### src/rtl/sdram_wr_pkg.sv
package sdram_wr_pkg;

  // Command classes seen on the control pins.
  typedef enum logic [1:0] {
    CMD_DESEL = 2'd0,
    CMD_NOP   = 2'd1,
    CMD_WRITE = 2'd2,
    CMD_OTHER = 2'd3
  } cmd_kind_t;

  // Width of the burst length code (lengths 1, 2, 4, 8).
  localparam int unsigned BL_SEL_W = 2;

endpackage

### src/rtl/wr_cmd_decode.sv
module wr_cmd_decode
  import sdram_wr_pkg::*;
#(
  parameter int unsigned IDX_W = 3
) (
  input  logic                cs_n,
  input  logic                ras_n,
  input  logic                cas_n,
  input  logic                we_n,
  input  logic [BL_SEL_W-1:0] bl_sel,
  output cmd_kind_t           cmd_kind,
  output logic                wr_cmd,
  output logic [IDX_W-1:0]    len_mask
);

  int unsigned sel_eff;

  always_comb begin
    if (cs_n) begin
      cmd_kind = CMD_DESEL;
    end else begin
      unique case ({ras_n, cas_n, we_n})
        3'b111:  cmd_kind = CMD_NOP;
        3'b100:  cmd_kind = CMD_WRITE;
        default: cmd_kind = CMD_OTHER;
      endcase
    end
    wr_cmd = (cmd_kind == CMD_WRITE);
  end

  // Length code to wrap mask; codes beyond the index width clamp to the maximum.
  always_comb begin
    sel_eff = (int'(bl_sel) > int'(IDX_W)) ? IDX_W : int'(bl_sel);
    len_mask = IDX_W'((32'd1 << sel_eff) - 32'd1);
  end

endmodule

### src/rtl/wr_col_gen.sv
module wr_col_gen #(
  parameter int unsigned COL_W = 8,
  parameter int unsigned IDX_W = 3
) (
  input  logic [COL_W-1:0] base_col,
  input  logic [IDX_W-1:0] beat,
  input  logic [IDX_W-1:0] len_mask,
  output logic [COL_W-1:0] beat_col
);

  logic [IDX_W-1:0] low_sum;

  always_comb begin
    low_sum = base_col[IDX_W-1:0] + beat;
  end

  // Bits inside the burst window take the incremented value, the rest hold.
  for (genvar i = 0; i < IDX_W; i++) begin : g_wrap_bit
    assign beat_col[i] = len_mask[i] ? low_sum[i] : base_col[i];
  end

  assign beat_col[COL_W-1:IDX_W] = base_col[COL_W-1:IDX_W];

endmodule

### src/rtl/wr_burst_ctrl.sv
module wr_burst_ctrl #(
  parameter int unsigned COL_W = 8,
  parameter int unsigned IDX_W = 3
) (
  input  logic             clk,
  input  logic             rst_n,
  input  logic             start,
  input  logic [COL_W-1:0] start_col,
  input  logic [IDX_W-1:0] start_mask,
  output logic             busy,
  output logic [COL_W-1:0] base_col,
  output logic [IDX_W-1:0] beat,
  output logic [IDX_W-1:0] len_mask
);

  logic             busy_q, busy_d;
  logic [COL_W-1:0] base_q, base_d;
  logic [IDX_W-1:0] beat_q, beat_d;
  logic [IDX_W-1:0] mask_q, mask_d;
  logic             upd_en;

  // Next state: a write always restarts; otherwise step the running burst.
  always_comb begin
    busy_d = busy_q;
    base_d = base_q;
    beat_d = beat_q;
    mask_d = mask_q;
    upd_en = start | busy_q;
    if (start) begin
      base_d = start_col;
      mask_d = start_mask;
      beat_d = IDX_W'(1);
      busy_d = (start_mask != '0);
    end else if (busy_q) begin
      beat_d = beat_q + IDX_W'(1);
      if (beat_q == mask_q) begin
        busy_d = 1'b0;
      end
    end
  end

  always_ff @(posedge clk or negedge rst_n) begin
    if (!rst_n) begin
      busy_q <= 1'b0;
      base_q <= '0;
      beat_q <= '0;
      mask_q <= '0;
    end else if (upd_en) begin
      busy_q <= busy_d;
      base_q <= base_d;
      beat_q <= beat_d;
      mask_q <= mask_d;
    end
  end

  assign busy     = busy_q;
  assign base_col = base_q;
  assign beat     = beat_q;
  assign len_mask = mask_q;

  // a non-final beat is followed by the next beat index.
  p_beat_step_r3: assert property (@(posedge clk) disable iff (!rst_n)
    (busy_q && !start && beat_q != mask_q) |=>
      (busy_q && beat_q == $past(beat_q) + IDX_W'(1)));

  // a length-1 burst leaves nothing running.
  p_single_beat_r4: assert property (@(posedge clk) disable iff (!rst_n)
    (start && start_mask == '0) |=> !busy_q);

  // the last beat ends the burst.
  p_burst_end_r6: assert property (@(posedge clk) disable iff (!rst_n)
    (busy_q && !start && beat_q == mask_q) |=> !busy_q);

  // a write captures its own column and restarts the beat count.
  p_restart_r7: assert property (@(posedge clk) disable iff (!rst_n)
    start |=> (base_q == $past(start_col) && beat_q == IDX_W'(1)
               && mask_q == $past(start_mask)));

  // other commands leave the running burst's column window alone.
  p_hold_window_r8: assert property (@(posedge clk) disable iff (!rst_n)
    (busy_q && !start) |=> ($stable(base_q) && $stable(mask_q)));

endmodule

### src/rtl/sdram_burst_writer.sv
module sdram_burst_writer
  import sdram_wr_pkg::*;
#(
  parameter int unsigned COL_W   = 8,
  parameter int unsigned DATA_W  = 16,
  parameter int unsigned MAX_BL  = 8
) (
  input  logic                clk,
  input  logic                rst_n,
  input  logic                cs_n,
  input  logic                ras_n,
  input  logic                cas_n,
  input  logic                we_n,
  input  logic [COL_W-1:0]    col_in,
  input  logic [DATA_W-1:0]   dq_in,
  input  logic [BL_SEL_W-1:0] bl_sel,
  output logic                arr_we,
  output logic [COL_W-1:0]    arr_col,
  output logic [DATA_W-1:0]   arr_data
);

  localparam int unsigned IDX_W = $clog2(MAX_BL);

  // Reset: asserted asynchronously, released after two clock edges.
  logic [1:0] rst_sync_q;
  logic       rst_ok;

  always_ff @(posedge clk or negedge rst_n) begin
    if (!rst_n) begin
      rst_sync_q <= 2'b00;
    end else begin
      rst_sync_q <= {rst_sync_q[0], 1'b1};
    end
  end

  assign rst_ok = rst_sync_q[1];

  cmd_kind_t        cmd_kind;
  logic             wr_cmd;
  logic             start;
  logic [IDX_W-1:0] cmd_mask;
  logic             busy;
  logic [COL_W-1:0] base_col;
  logic [IDX_W-1:0] beat;
  logic [IDX_W-1:0] run_mask;
  logic [COL_W-1:0] beat_col;

  wr_cmd_decode #(.IDX_W(IDX_W)) u_dec (
    .cs_n     (cs_n),
    .ras_n    (ras_n),
    .cas_n    (cas_n),
    .we_n     (we_n),
    .bl_sel   (bl_sel),
    .cmd_kind (cmd_kind),
    .wr_cmd   (wr_cmd),
    .len_mask (cmd_mask)
  );

  assign start = wr_cmd & rst_ok;

  wr_burst_ctrl #(.COL_W(COL_W), .IDX_W(IDX_W)) u_ctrl (
    .clk        (clk),
    .rst_n      (rst_ok),
    .start      (start),
    .start_col  (col_in),
    .start_mask (cmd_mask),
    .busy       (busy),
    .base_col   (base_col),
    .beat       (beat),
    .len_mask   (run_mask)
  );

  wr_col_gen #(.COL_W(COL_W), .IDX_W(IDX_W)) u_col (
    .base_col (base_col),
    .beat     (beat),
    .len_mask (run_mask),
    .beat_col (beat_col)
  );

  // The command beat comes straight from the pins; later beats from state.
  always_comb begin
    arr_we   = start | (busy & rst_ok);
    arr_col  = start ? col_in : beat_col;
    arr_data = dq_in;
  end

  // continuation beats never leave the aligned window of the burst.
  p_window_r5: assert property (@(posedge clk) disable iff (!rst_ok)
    (arr_we && !wr_cmd) |-> (arr_col[COL_W-1:IDX_W] == base_col[COL_W-1:IDX_W]));

  // a non-write command with no burst running causes no array write.
  p_idle_quiet_r2: assert property (@(posedge clk) disable iff (!rst_ok)
    (cmd_kind != CMD_WRITE && !busy) |-> !arr_we);

  // nothing is written while the reset is still held internally.
  p_reset_quiet_r9: assert property (@(posedge clk)
    !rst_ok |-> !arr_we);

endmodule

### config.mk
export PLATFORM = sky130hd
export DESIGN_NAME = sdram_burst_writer
export DESIGN_NICKNAME = d
export VERILOG_FILES = /design/src/rtl/sdram_wr_pkg.sv /design/src/rtl/wr_cmd_decode.sv /design/src/rtl/wr_col_gen.sv /design/src/rtl/wr_burst_ctrl.sv /design/src/rtl/sdram_burst_writer.sv
export SDC_FILE = /design/constraint.sdc
export NUM_CORES = 1
export LEC_CHECK = 0
export ABC_AREA = 1
export BUFFER_PORTS_ARGS = -buffer_cell sky130_fd_sc_hd__clkbuf_2
export CAP_MARGIN = 25
export CELL_PAD_IN_SITES_DETAIL_PLACEMENT = 1
export CELL_PAD_IN_SITES_GLOBAL_PLACEMENT = 2
export CORE_MARGIN = 8
export CORE_UTILIZATION = 20
export CTS_BUF_LIST = sky130_fd_sc_hd__clkbuf_16
export DETAILED_ROUTE_END_ITERATION = 6
export GPL_ROUTABILITY_DRIVEN = 0
export PLACE_DENSITY = 0.75
export SLEW_MARGIN = 10
export SYNTH_ARGS = -nofsm -noshare
export SYNTH_HDL_FRONTEND = slang
export SYNTH_SLANG_ARGS = --single-unit
### constraint.sdc
create_clock -name clk -period 1.45 [get_ports clk]
set_input_delay 0.0725 -clock clk [delete_from_list [all_inputs] [get_ports clk]]
set_output_delay 0.0725 -clock clk [all_outputs]
set_load 0.005 [all_outputs]
## Yosys cells after proc, flatten, opt, wreduce, memory -nomap -nowiden

Cells that the tools add are included.

- Word-level logic and storage cells: 32
- Bits in registers: 17
- Input bits: 32
- Output and inout port bits: 25

- Bitwise gates (word level): 4
- Equality and inequality tests: 4
- Reductions and logical operators: 4
- $add $sub $neg: 3
- Mux-type cells: 11
- Shift-type cells: 1

Operator list:

| operator | count |
|---|---|
| 8-bit 2-to-1 mux | 1 |
| 3-bit equality test (second input constant) | 2 |
| 1-bit 2-to-1 mux | 6 |
| 3-bit 2-to-1 mux | 2 |
| 2-bit case mux with 2 select lines | 1 |
| 2-bit AND reduction | 2 |
| 3-bit by 1-bit adder with 3-bit output (second input constant) | 1 |
| 3-bit adder | 1 |
| 3-bit equality test | 1 |
| 3-bit nonzero test | 1 |
| 1-bit by 2-bit left shift with 3-bit output (first input constant) | 1 |
| 3-bit by 1-bit subtractor with 3-bit output (second input constant) | 1 |
| 1-bit AND | 2 |
| 2-bit equality test (second input constant) | 1 |
| 2-bit 2-to-1 mux | 1 |
| 1-bit bitwise OR | 2 |
| 2-bit nonzero test | 1 |

## Logic depth before layout (Yosys ltp)

Gate-level depths: netlist (run 1).

- Depth after elaboration: 7
- Gate-level depth with buffers: 9

## Cells and area by module

From an unflattened synthesis (run 1), not the netlist that was laid out.

- Cells, all modules: 161
- Area, all modules: 1197.4 µm²

By module, submodules not included:

| module | times used | area each (µm²) | cells an instance |
|---|---|---|---|
| wr_burst_ctrl | 1 | 676.9 | 78 |
| sdram_burst_writer | 1 | 327.8 | 49 |
| wr_col_gen | 1 | 140.1 | 22 |
| wr_cmd_decode | 1 | 52.6 | 12 |

## Worst setup path after synthesis (run 1)

Ideal clock, no wire load.

- Path kind: flip-flop to flip-flop
- Start point: reg rst_sync_q[1]
- End point: reg u_ctrl.mask_q[0] (netlist: u_ctrl.len_mask[0])
- Required time: 1.326 ns
- Buffers on the path: 1
- Cell stages (with the launch flop): 7
- Period minus slack after synthesis: 1.442 ns
- Slack: 0.008 ns
- Library setup time: 0.124 ns
- Arrival time: 1.318 ns
- Cells stage by stage: dfrtp_1 > nand2_1 > nor2_4 > inv_4 > buf_6 > nand2_1 > nand2_1

- Cells in the longest elaborated chain, start to end: 3

Ends and longest elaborated chain:

| what | RTL line | text |
|---|---|---|
| start, declared | sdram_burst_writer.sv:25 | `logic [1:0] rst_sync_q;` |
| start signal, assigned | sdram_burst_writer.sv:32 | `rst_sync_q <= {rst_sync_q[0], 1'b1};` |
| 1-bit AND * | sdram_burst_writer.sv:59 | `assign start = wr_cmd & rst_ok;` |
| 1-bit bitwise OR | wr_burst_ctrl.sv:28 | `upd_en = start \| busy_q;` |
| 2-bit AND reduction (no source line) * | -- |  |
| end signal, assigned | wr_burst_ctrl.sv:52 | `mask_q <= mask_d;` |
| end, declared | wr_burst_ctrl.sv:19 | `logic [IDX_W-1:0] mask_q, mask_d;` |

Mark *: on every way between the ends. The rest lies on a longest branch, timed or not.
A chain may end at the register's enable or synchronous reset.

## Worst setup path after layout (run 1)

- Start point: reg u_ctrl.base_q[0] (netlist: u_ctrl.base_col[0])
- End point: out arr_col[2]

- Cells in the longest elaborated chain, start to end: 3

Ends and longest elaborated chain:

| what | RTL line | text |
|---|---|---|
| start, declared | wr_burst_ctrl.sv:17 | `logic [COL_W-1:0] base_q, base_d;` |
| start signal, assigned | wr_burst_ctrl.sv:50 | `base_q <= base_d;` |
| 3-bit adder | wr_col_gen.sv:14 | `low_sum = base_col[IDX_W-1:0] + beat;` |
| 1-bit 2-to-1 mux | wr_col_gen.sv:19 | `assign beat_col[i] = len_mask[i] ? low_sum[i] : base_col[i];` |
| 8-bit 2-to-1 mux | sdram_burst_writer.sv:83 | `arr_col = start ? col_in : beat_col;` |
| end, declared | sdram_burst_writer.sv:18 | `output logic [COL_W-1:0] arr_col,` |

No other way between the ends.

==> run_summary.xml, run 1 <==
<?xml version="1.0" encoding="UTF-8"?>
<metrics>
  <group name="die">
    <metric name="start_util" unit="%">20.9</metric>
    <metric name="die_h" unit="um">86.4</metric>
    <metric name="width_of_the_die" unit="um">86.4</metric>
    <metric name="die-area" unit="um^2">7470</metric>
    <metric name="io-pin-count" unit="">57</metric>
    <metric name="fp.coreArea" unit="um^2">4750</metric>
    <metric name="std_cell_rows" unit="">25</metric>
  </group>
  <group name="global_routing">
    <metric name="antenna_found_initial" unit="">0</metric>
    <metric name="grt_max_degree" unit="">17</metric>
    <metric name="grt.overflow.total" unit="">0</metric>
    <metric name="grt_pass1_wl" unit="um">4210</metric>
    <metric name="grtUsageTotal" unit="%">7.10</metric>
    <metric name="grt_pass1_vias" unit="">888</metric>
  </group>
  <group name="cells_and_area">
    <metric name="n_antenna_cell" unit="">0</metric>
    <metric name="cell_count_final_fillers_out" unit="">208</metric>
    <metric name="commonest_cells_after_routing_fill_and_taps_aside" unit="">44 x sky130_fd_sc_hd__nand2_1, 22 x sky130_fd_sc_hd__clkbuf_2, 17 x sky130_fd_sc_hd__dfrtp_1</metric>
    <metric name="stdcell_area" unit="um^2">1260</metric>
    <metric name="post_route_cells_drive_above_1_share" unit="%">35.5</metric>
    <metric name="layout_commonest_cell" unit="">sky130_fd_sc_hd__nand2_1</metric>
    <metric name="nNetsFinal" unit="">177</metric>
    <metric name="synthToLayoutAreaGrowth" unit="%">26.9</metric>
  </group>
  <group name="sta">
    <metric name="fmax" unit="GHz">0.582</metric>
    <metric name="finalMaxSlewViolations" unit="">0</metric>
    <metric name="final.setup.tns" unit="ns">-0.533</metric>
    <metric name="final_critical_period" unit="ns">1.72</metric>
    <metric name="final-setup-viol-count" unit="">2</metric>
    <metric name="finalWorstSetupSlack" unit="ns">-0.268</metric>
    <metric name="skew" unit="ns">0.00115</metric>
    <metric name="hold_viol_final" unit="">0</metric>
    <metric name="min_period_over_period" unit="%">118</metric>
    <metric name="setup_repair_after_global_routing_missed_its_margin" unit="">yes</metric>
  </group>
  <group name="yosys">
    <metric name="synth_top_family_by_area" unit="">simple AND/OR/NAND/NOR gates</metric>
    <metric name="ys_warn_count" unit="">0</metric>
    <metric name="ys_types" unit="">19</metric>
    <metric name="synth_top_area_share" unit="%">42.9</metric>
    <metric name="yosys.area_share.adder" unit="%">4.54</metric>
    <metric name="synth_fp_nets" unit="">156</metric>
    <metric name="synth_xor_area_share" unit="%">4.41</metric>
    <metric name="post_synth_mux_area_share" unit="%">0</metric>
    <metric name="yosys_register_bits" unit="">17</metric>
    <metric name="cell_area_synth" unit="um^2">992</metric>
    <metric name="synth_area_leader_cell" unit="">sky130_fd_sc_hd__dfrtp_1</metric>
    <metric name="synth.avg_cell_area" unit="um^2">8.20</metric>
    <metric name="simple_gate_area_share_of_the_yosys_netlist" unit="%">25.1</metric>
    <metric name="synthCells" unit="">121</metric>
    <metric name="synth_top_cells_by_area" unit="">sky130_fd_sc_hd__dfrtp_1 43%, sky130_fd_sc_hd__nand2_1 17%, sky130_fd_sc_hd__buf_4 12%, sky130_fd_sc_hd__inv_1 4.2%, sky130_fd_sc_hd__o21ai_0 3.5%</metric>
    <metric name="synth-compound-area-share" unit="%">3.53</metric>
    <metric name="sequential_share_of_the_synthesized_area" unit="%">42.9</metric>
  </group>
  <group name="drt">
    <metric name="dr.first_iter.drc_count" unit="">20</metric>
    <metric name="final_antenna_net_count" unit="">0</metric>
    <metric name="drt_pre_antenna_iters" unit="">4</metric>
    <metric name="drc" unit="">0</metric>
    <metric name="routed_wirelength" unit="um">2560</metric>
    <metric name="detailed_route_via_count" unit="">778</metric>
    <metric name="post_drt_wl_per_cell" unit="um">12.3</metric>
    <metric name="detail_routed_via_count_per_cell" unit="">3.74</metric>
  </group>
  <group name="clock_tree">
    <metric name="cts.sink_count" unit="">17</metric>
    <metric name="clkLatencyLatePin" unit="ns">0.25</metric>
    <metric name="htreeDepth" unit="">1</metric>
    <metric name="clk_transition_reported_paths" unit="ns">0.05</metric>
    <metric name="cts_tree" unit="">done</metric>
    <metric name="cts_inserted_buffers" unit="">3</metric>
    <metric name="cts_root_buf" unit="">sky130_fd_sc_hd__clkbuf_16</metric>
    <metric name="clockBufferDepth" unit="">2</metric>
  </group>
  <group name="outcome">
    <metric name="run_status" unit="">finished, violations left</metric>
    <metric name="violations" unit="">setup timing</metric>
  </group>
  <group name="setup_path">
    <metric name="worstPathCellList" unit="">ha_4, inv_2, fa_2, nand2_1, nand3_1, nand2_1, nand3_1, nand2_1, clkbuf_2</metric>
    <metric name="cp.required" unit="ns">1.38</metric>
    <metric name="cp_data_arrival_time" unit="ns">1.65</metric>
    <metric name="critical-path-max-stage-delay" unit="ns">0.39</metric>
    <metric name="critical_path_peak_fanout" unit="">2</metric>
    <metric name="start_kind" unit="">flop</metric>
    <metric name="path_class" unit="">flop to output pin</metric>
    <metric name="worst_path_max_delay_cell" unit="">sky130_fd_sc_hd__dfrtp_1</metric>
    <metric name="timing.critical_path.to_type" unit="">output pin</metric>
    <metric name="cp_common_cell" unit="">sky130_fd_sc_hd__nand2_1</metric>
  </group>
  <group name="power">
    <metric name="pwr-share-clk" unit="%">26.9</metric>
    <metric name="design_power_total" unit="mW">2.03</metric>
    <metric name="cellLeakagePower" unit="nW">0.672</metric>
    <metric name="cellInternalPower" unit="mW">1.36</metric>
    <metric name="sw_frac_of_total" unit="%">32.9</metric>
    <metric name="ir_drop" unit="mV">0.698</metric>
    <metric name="power.density" unit="nW/um^2">1610</metric>
    <metric name="combinational_group_share_of_total_power" unit="%">39.1</metric>
    <metric name="net_switching_power" unit="mW">0.668</metric>
    <metric name="pwr-share-seq" unit="%">34.0</metric>
  </group>
  <group name="place">
    <metric name="post_dp_cell_area" unit="um^2">1100</metric>
    <metric name="dpl.hpwl" unit="um">1950</metric>
    <metric name="buffer_ports.inserted" unit="">24</metric>
    <metric name="placed_cells_incl_taps" unit="">198</metric>
    <metric name="dp_slack" unit="ns">-0.0442</metric>
  </group>
  <group name="job">
    <metric name="cap_violations" unit="">0</metric>
  </group>
  <group name="hold_path">
    <metric name="hold_path_class" unit="">primary input to flop</metric>
  </group>
</metrics>
## kinds of logic (layout without fill, tap and decap cells)
| family | count (synthesis) | after routing |
|---|---|---|
| buf+inv | 30 | 50 |
| flops | 17 | 17 |
| other cells | 1 | 1 |
| fa+ha+maj | 3 | 3 |
| simple gates | 58 | 58 |
| xor+xnor | 5 | 5 |
| compound gates | 7 | 7 |
## synth_stat cells (all sizes together)
master and number:
buf 18, conb 1, dfrtp 17, fa 1, ha 2, inv 12
nand2 49, nand3 5, nand4 1, nor2 3, o21ai 7, xnor2 4
xor2 1
## layer usage
metal	global-route usage, %	wire, um
met2	10.8	1140
met1	8.28	1140
met4	2.66	42
met5	0	0
met3	3.59	242
## power by group through the flow
| stage | logic, mW | registers, mW | clock network (mW) |
|---|---|---|---|
| after floorplan | 0.428 | 0.688 | 0 |
| after CTS | 0.713 | 0.678 | 0.564 |
| after detailed placement | 0.650 | 0.686 | 0 |
| after global placement | 0.628 | 0.676 | 0 |
| final | 0.794 | 0.691 | 0.545 |
| after global routing | 0.909 | 0.711 | 0.586 |
## path summary, 6_finish.rpt
check | end | slack (ns) | startpoint | cells after the start
worst max register to register | u_ctrl.beat[2] | 0.09 | u_ctrl.beat[0] | 8
min in group asynchronous | rst_sync_q[1] | 0.14 | rst_n | 2
worst max-delay path | arr_col[2] | -0.27 | u_ctrl.base_col[0] | 9
worst min register to register | u_ctrl.base_col[6] | 0.21 | rst_sync_q[1] | 1
max in group asynchronous | u_ctrl.base_col[2] | 1.05 | rst_sync_q[1] | 1
worst min-delay path | u_ctrl.base_col[5] | 0.05 | col_in[5] | 3
## final cells by class
class | count | area, um^2
multi-input combinational | 74 | 413
tap | 67 | 83.8
sequential | 17 | 425
clock inverter | 1 | 3.75
timing repair buffer | 34 | 210
inverter | 12 | 47.5
clock buffer | 3 | 75.1
fill | 594 | 3500
## critical path: cells and delay by family (launching register included)
kind,cells,cell delay [ns]
flops,1,0.39
fa+ha+maj,2,0.48
buf+inv,2,0.14
simple gates,5,0.38
## sequential cells by signal (all words and copies together), names as in the netlist
| register | flops |
|---|---|
| u_ctrl.busy | 1 |
| u_ctrl.len_mask | 3 |
| u_ctrl.beat | 3 |
| rst_sync_q | 2 |
| u_ctrl.base_col | 8 |
## through the flow
step                      hold slack [ns]  utilization (%)
after global routing               0.0688             26.5
after floorplan                    -0.223                -
after detailed placement           -0.137             23.1
final                              0.0502             26.5
after CTS                          0.0513             25.3
after global placement             -0.139             23.1
## timing repair
item / 4_1_cts / 5_1_grt
gates resized for setup: 4 / 9
setup endpoints to repair: 3 / 8
hold buffers: 1 / 0
setup buffers: 2 / 3
pin swaps: 3 / 4
hold endpoints to repair: 2 / 0
(Power assumes the default switching activity.)
==> inputs of run 2 (changes only) <==
Settings changed: BUFFER_PORTS_ARGS -buffer_cell sky130_fd_sc_hd__clkbuf_2 to -buffer_cell sky130_fd_sc_hd__buf_4.
==> run 2 against run 1 <==
Compared with the run above:
- the flow still finishes with violations (setup timing)
- global-route usage grew 0.56 points
- final area rose by 3.5%
- final cell count is 0.96% lower
- first-iteration DRC count is 35% lower
- die area stayed put
- maximum frequency shrank 0.39%
- core utilization up 0.92 points
- register-to-register slack improved by 0.13 ns
- critical path depth decreased by 2
- highest routed layer unchanged
==> run_summary.xml, run 2 (synthesized netlist as in run 1, its figures left out) <==
<?xml version="1.0" encoding="UTF-8"?>
<metrics>
  <group name="outcome">
    <metric name="run_status" unit="">finished, violations left</metric>
    <metric name="violations" unit="">setup timing</metric>
  </group>
  <group name="drt">
    <metric name="drc" unit="">0</metric>
    <metric name="drt_pre_antenna_iters" unit="">2</metric>
    <metric name="routed_wirelength" unit="um">2590</metric>
    <metric name="detail_routed_via_count_per_cell" unit="">3.92</metric>
    <metric name="dr.first_iter.drc_count" unit="">13</metric>
    <metric name="post_drt_wl_per_cell" unit="um">12.6</metric>
    <metric name="final_antenna_net_count" unit="">0</metric>
    <metric name="detailed_route_via_count" unit="">808</metric>
  </group>
  <group name="clock_tree">
    <metric name="htreeDepth" unit="">1</metric>
    <metric name="clk_transition_reported_paths" unit="ns">0.05</metric>
    <metric name="cts_inserted_buffers" unit="">3</metric>
    <metric name="cts_tree" unit="">done</metric>
    <metric name="cts_root_buf" unit="">sky130_fd_sc_hd__clkbuf_16</metric>
    <metric name="clkLatencyLatePin" unit="ns">0.25</metric>
    <metric name="cts.sink_count" unit="">17</metric>
    <metric name="clockBufferDepth" unit="">2</metric>
  </group>
  <group name="cells_and_area">
    <metric name="nNetsFinal" unit="">175</metric>
    <metric name="commonest_cells_after_routing_fill_and_taps_aside" unit="">44 x sky130_fd_sc_hd__nand2_1, 28 x sky130_fd_sc_hd__buf_4, 17 x sky130_fd_sc_hd__dfrtp_1</metric>
    <metric name="largest_reg_flops" unit="">8</metric>
    <metric name="n_antenna_cell" unit="">0</metric>
    <metric name="synthToLayoutAreaGrowth" unit="%">31.3</metric>
    <metric name="utilization" unit="%">27.4</metric>
    <metric name="layout_commonest_cell" unit="">sky130_fd_sc_hd__nand2_1</metric>
    <metric name="post_route_cells_drive_above_1_share" unit="%">36.0</metric>
  </group>
  <group name="global_routing">
    <metric name="grtUsageTotal" unit="%">7.67</metric>
    <metric name="grt_max_degree" unit="">17</metric>
    <metric name="grt_pass1_wl" unit="um">4480</metric>
    <metric name="grt_pass1_vias" unit="">957</metric>
    <metric name="grt.overflow.total" unit="">0</metric>
    <metric name="antenna_found_initial" unit="">0</metric>
  </group>
  <group name="die">
    <metric name="die-area" unit="um^2">7470</metric>
    <metric name="start_util" unit="%">20.9</metric>
    <metric name="io-pin-count" unit="">57</metric>
    <metric name="width_of_the_die" unit="um">86.4</metric>
    <metric name="die_h" unit="um">86.4</metric>
    <metric name="std_cell_rows" unit="">25</metric>
    <metric name="fp.coreArea" unit="um^2">4750</metric>
  </group>
  <group name="setup_path">
    <metric name="worstPathCellList" unit="">ha_4, inv_2, fa_2, o21ai_2, nand2_1, nand2_1, buf_4</metric>
    <metric name="start_kind" unit="">flop</metric>
    <metric name="path_class" unit="">flop to output pin</metric>
    <metric name="path_delay_family" unit="">adder cells</metric>
    <metric name="cp.required" unit="ns">1.38</metric>
    <metric name="worst_path_max_delay_cell" unit="">sky130_fd_sc_hd__fa_2</metric>
    <metric name="cp_common_cell" unit="">sky130_fd_sc_hd__nand2_1</metric>
    <metric name="path_depth" unit="">7</metric>
    <metric name="cp_data_arrival_time" unit="ns">1.65</metric>
    <metric name="critical_path_peak_fanout" unit="">2</metric>
    <metric name="crit_buf_inv" unit="">2</metric>
    <metric name="timing.critical_path.to_type" unit="">output pin</metric>
    <metric name="worst-r2r-setup-slack" unit="ns">0.22</metric>
    <metric name="worstRegToRegCells" unit="">6</metric>
    <metric name="critical-path-max-stage-delay" unit="ns">0.43</metric>
  </group>
  <group name="power">
    <metric name="power.density" unit="nW/um^2">1560</metric>
    <metric name="cellLeakagePower" unit="nW">0.684</metric>
    <metric name="ir_drop" unit="mV">0.444</metric>
  </group>
  <group name="place">
    <metric name="dp_slack" unit="ns">-0.0887</metric>
    <metric name="dpl.hpwl" unit="um">2070</metric>
    <metric name="buffer_ports.inserted" unit="">24</metric>
  </group>
  <group name="sta">
    <metric name="final_critical_period" unit="ns">1.72</metric>
    <metric name="hold_viol_final" unit="">0</metric>
    <metric name="finalMaxSlewViolations" unit="">0</metric>
    <metric name="min_period_over_period" unit="%">119</metric>
    <metric name="skew" unit="ns">0.000460</metric>
    <metric name="fmax" unit="GHz">0.580</metric>
    <metric name="fin_worst_hold_slack" unit="ns">0.0444</metric>
    <metric name="final-setup-viol-count" unit="">2</metric>
    <metric name="setup_repair_after_global_routing_missed_its_margin" unit="">yes</metric>
    <metric name="finalWorstSetupSlack" unit="ns">-0.274</metric>
  </group>
  <group name="hold_path">
    <metric name="hold-path-cell-count" unit="">3</metric>
    <metric name="hold_path_class" unit="">primary input to flop</metric>
  </group>
  <group name="job">
    <metric name="cap_violations" unit="">0</metric>
  </group>
</metrics>
run 2: changes by cell type in the layout (fill, tap and decap cells not counted), sizes merged:
cell	delta
clkbuf	-22
buf	+20
run 2: repair_timing:
action                                 CTS  global route
pin swaps                                2             4
gates resized for setup                  5            11
hold buffers                             1             0
setup endpoints to repair                2             8
setup buffers                            0             3
endpoints found under the hold margin    2             0
run 2: metal layers:
metal | vias to the layer above | GRT usage [%] | routed length (um)
li1 | 384 | - | -
met2 | 36 | 12.4 | 1210
met3 | 11 | 3.88 | 290
met4 | 0 | 3.60 | 56
met1 | 377 | 8.09 | 1040
met5 | - | 0 | 0
run 2: final timing paths:
path,startpoint,to
max in group asynchronous,rst_sync_q[1],u_ctrl.busy
min,col_in[7],u_ctrl.base_col[7]
min reg2reg,rst_sync_q[1],u_ctrl.base_col[6]
min in group asynchronous,rst_n,rst_sync_q[0]
max reg2reg,u_ctrl.beat[0],u_ctrl.beat[2]
max,u_ctrl.beat[0],arr_col[1]
run 2: per-stage QoR:
step,std cells,instance area (um^2),setup TNS (ns),power (mW)
after floorplan,121,992,0,1.12
after global placement,198,1140,-0.0382,1.36
after detailed placement,198,1140,-0.144,1.41
after CTS,203,1240,-0.588,2.02
after global routing,206,1300,-0.789,2.22
final,206,1300,-0.537,2.03
run 2: worst reg2reg max path, stage by stage (launching register included):
cell and delay [ns]:
sky130_fd_sc_hd__dfrtp_1 0.42, sky130_fd_sc_hd__buf_4 0.17, sky130_fd_sc_hd__ha_1 0.20, sky130_fd_sc_hd__nand2_1 0.09, sky130_fd_sc_hd__xor2_1 0.17, sky130_fd_sc_hd__nand2_1 0.07, sky130_fd_sc_hd__inv_1 0.05
run 2: cell type report:
cell class | count | area, um^2
fill | 590 | 3450
sequential | 17 | 425
multi-input combinational | 74 | 409
timing repair buffer | 32 | 258
tap | 67 | 83.8
clock buffer | 3 | 75.1
inverter | 12 | 47.5
clock inverter | 1 | 3.75
run 2: report_power, final:
part / internal (mW) / leakage (nW) / switching (mW)
clock: 0.366 / 0.0423 / 0.180
combinational: 0.415 / 0.431 / 0.379
sequential: 0.595 / 0.210 / 0.0963
total: 1.38 / 0.684 / 0.655
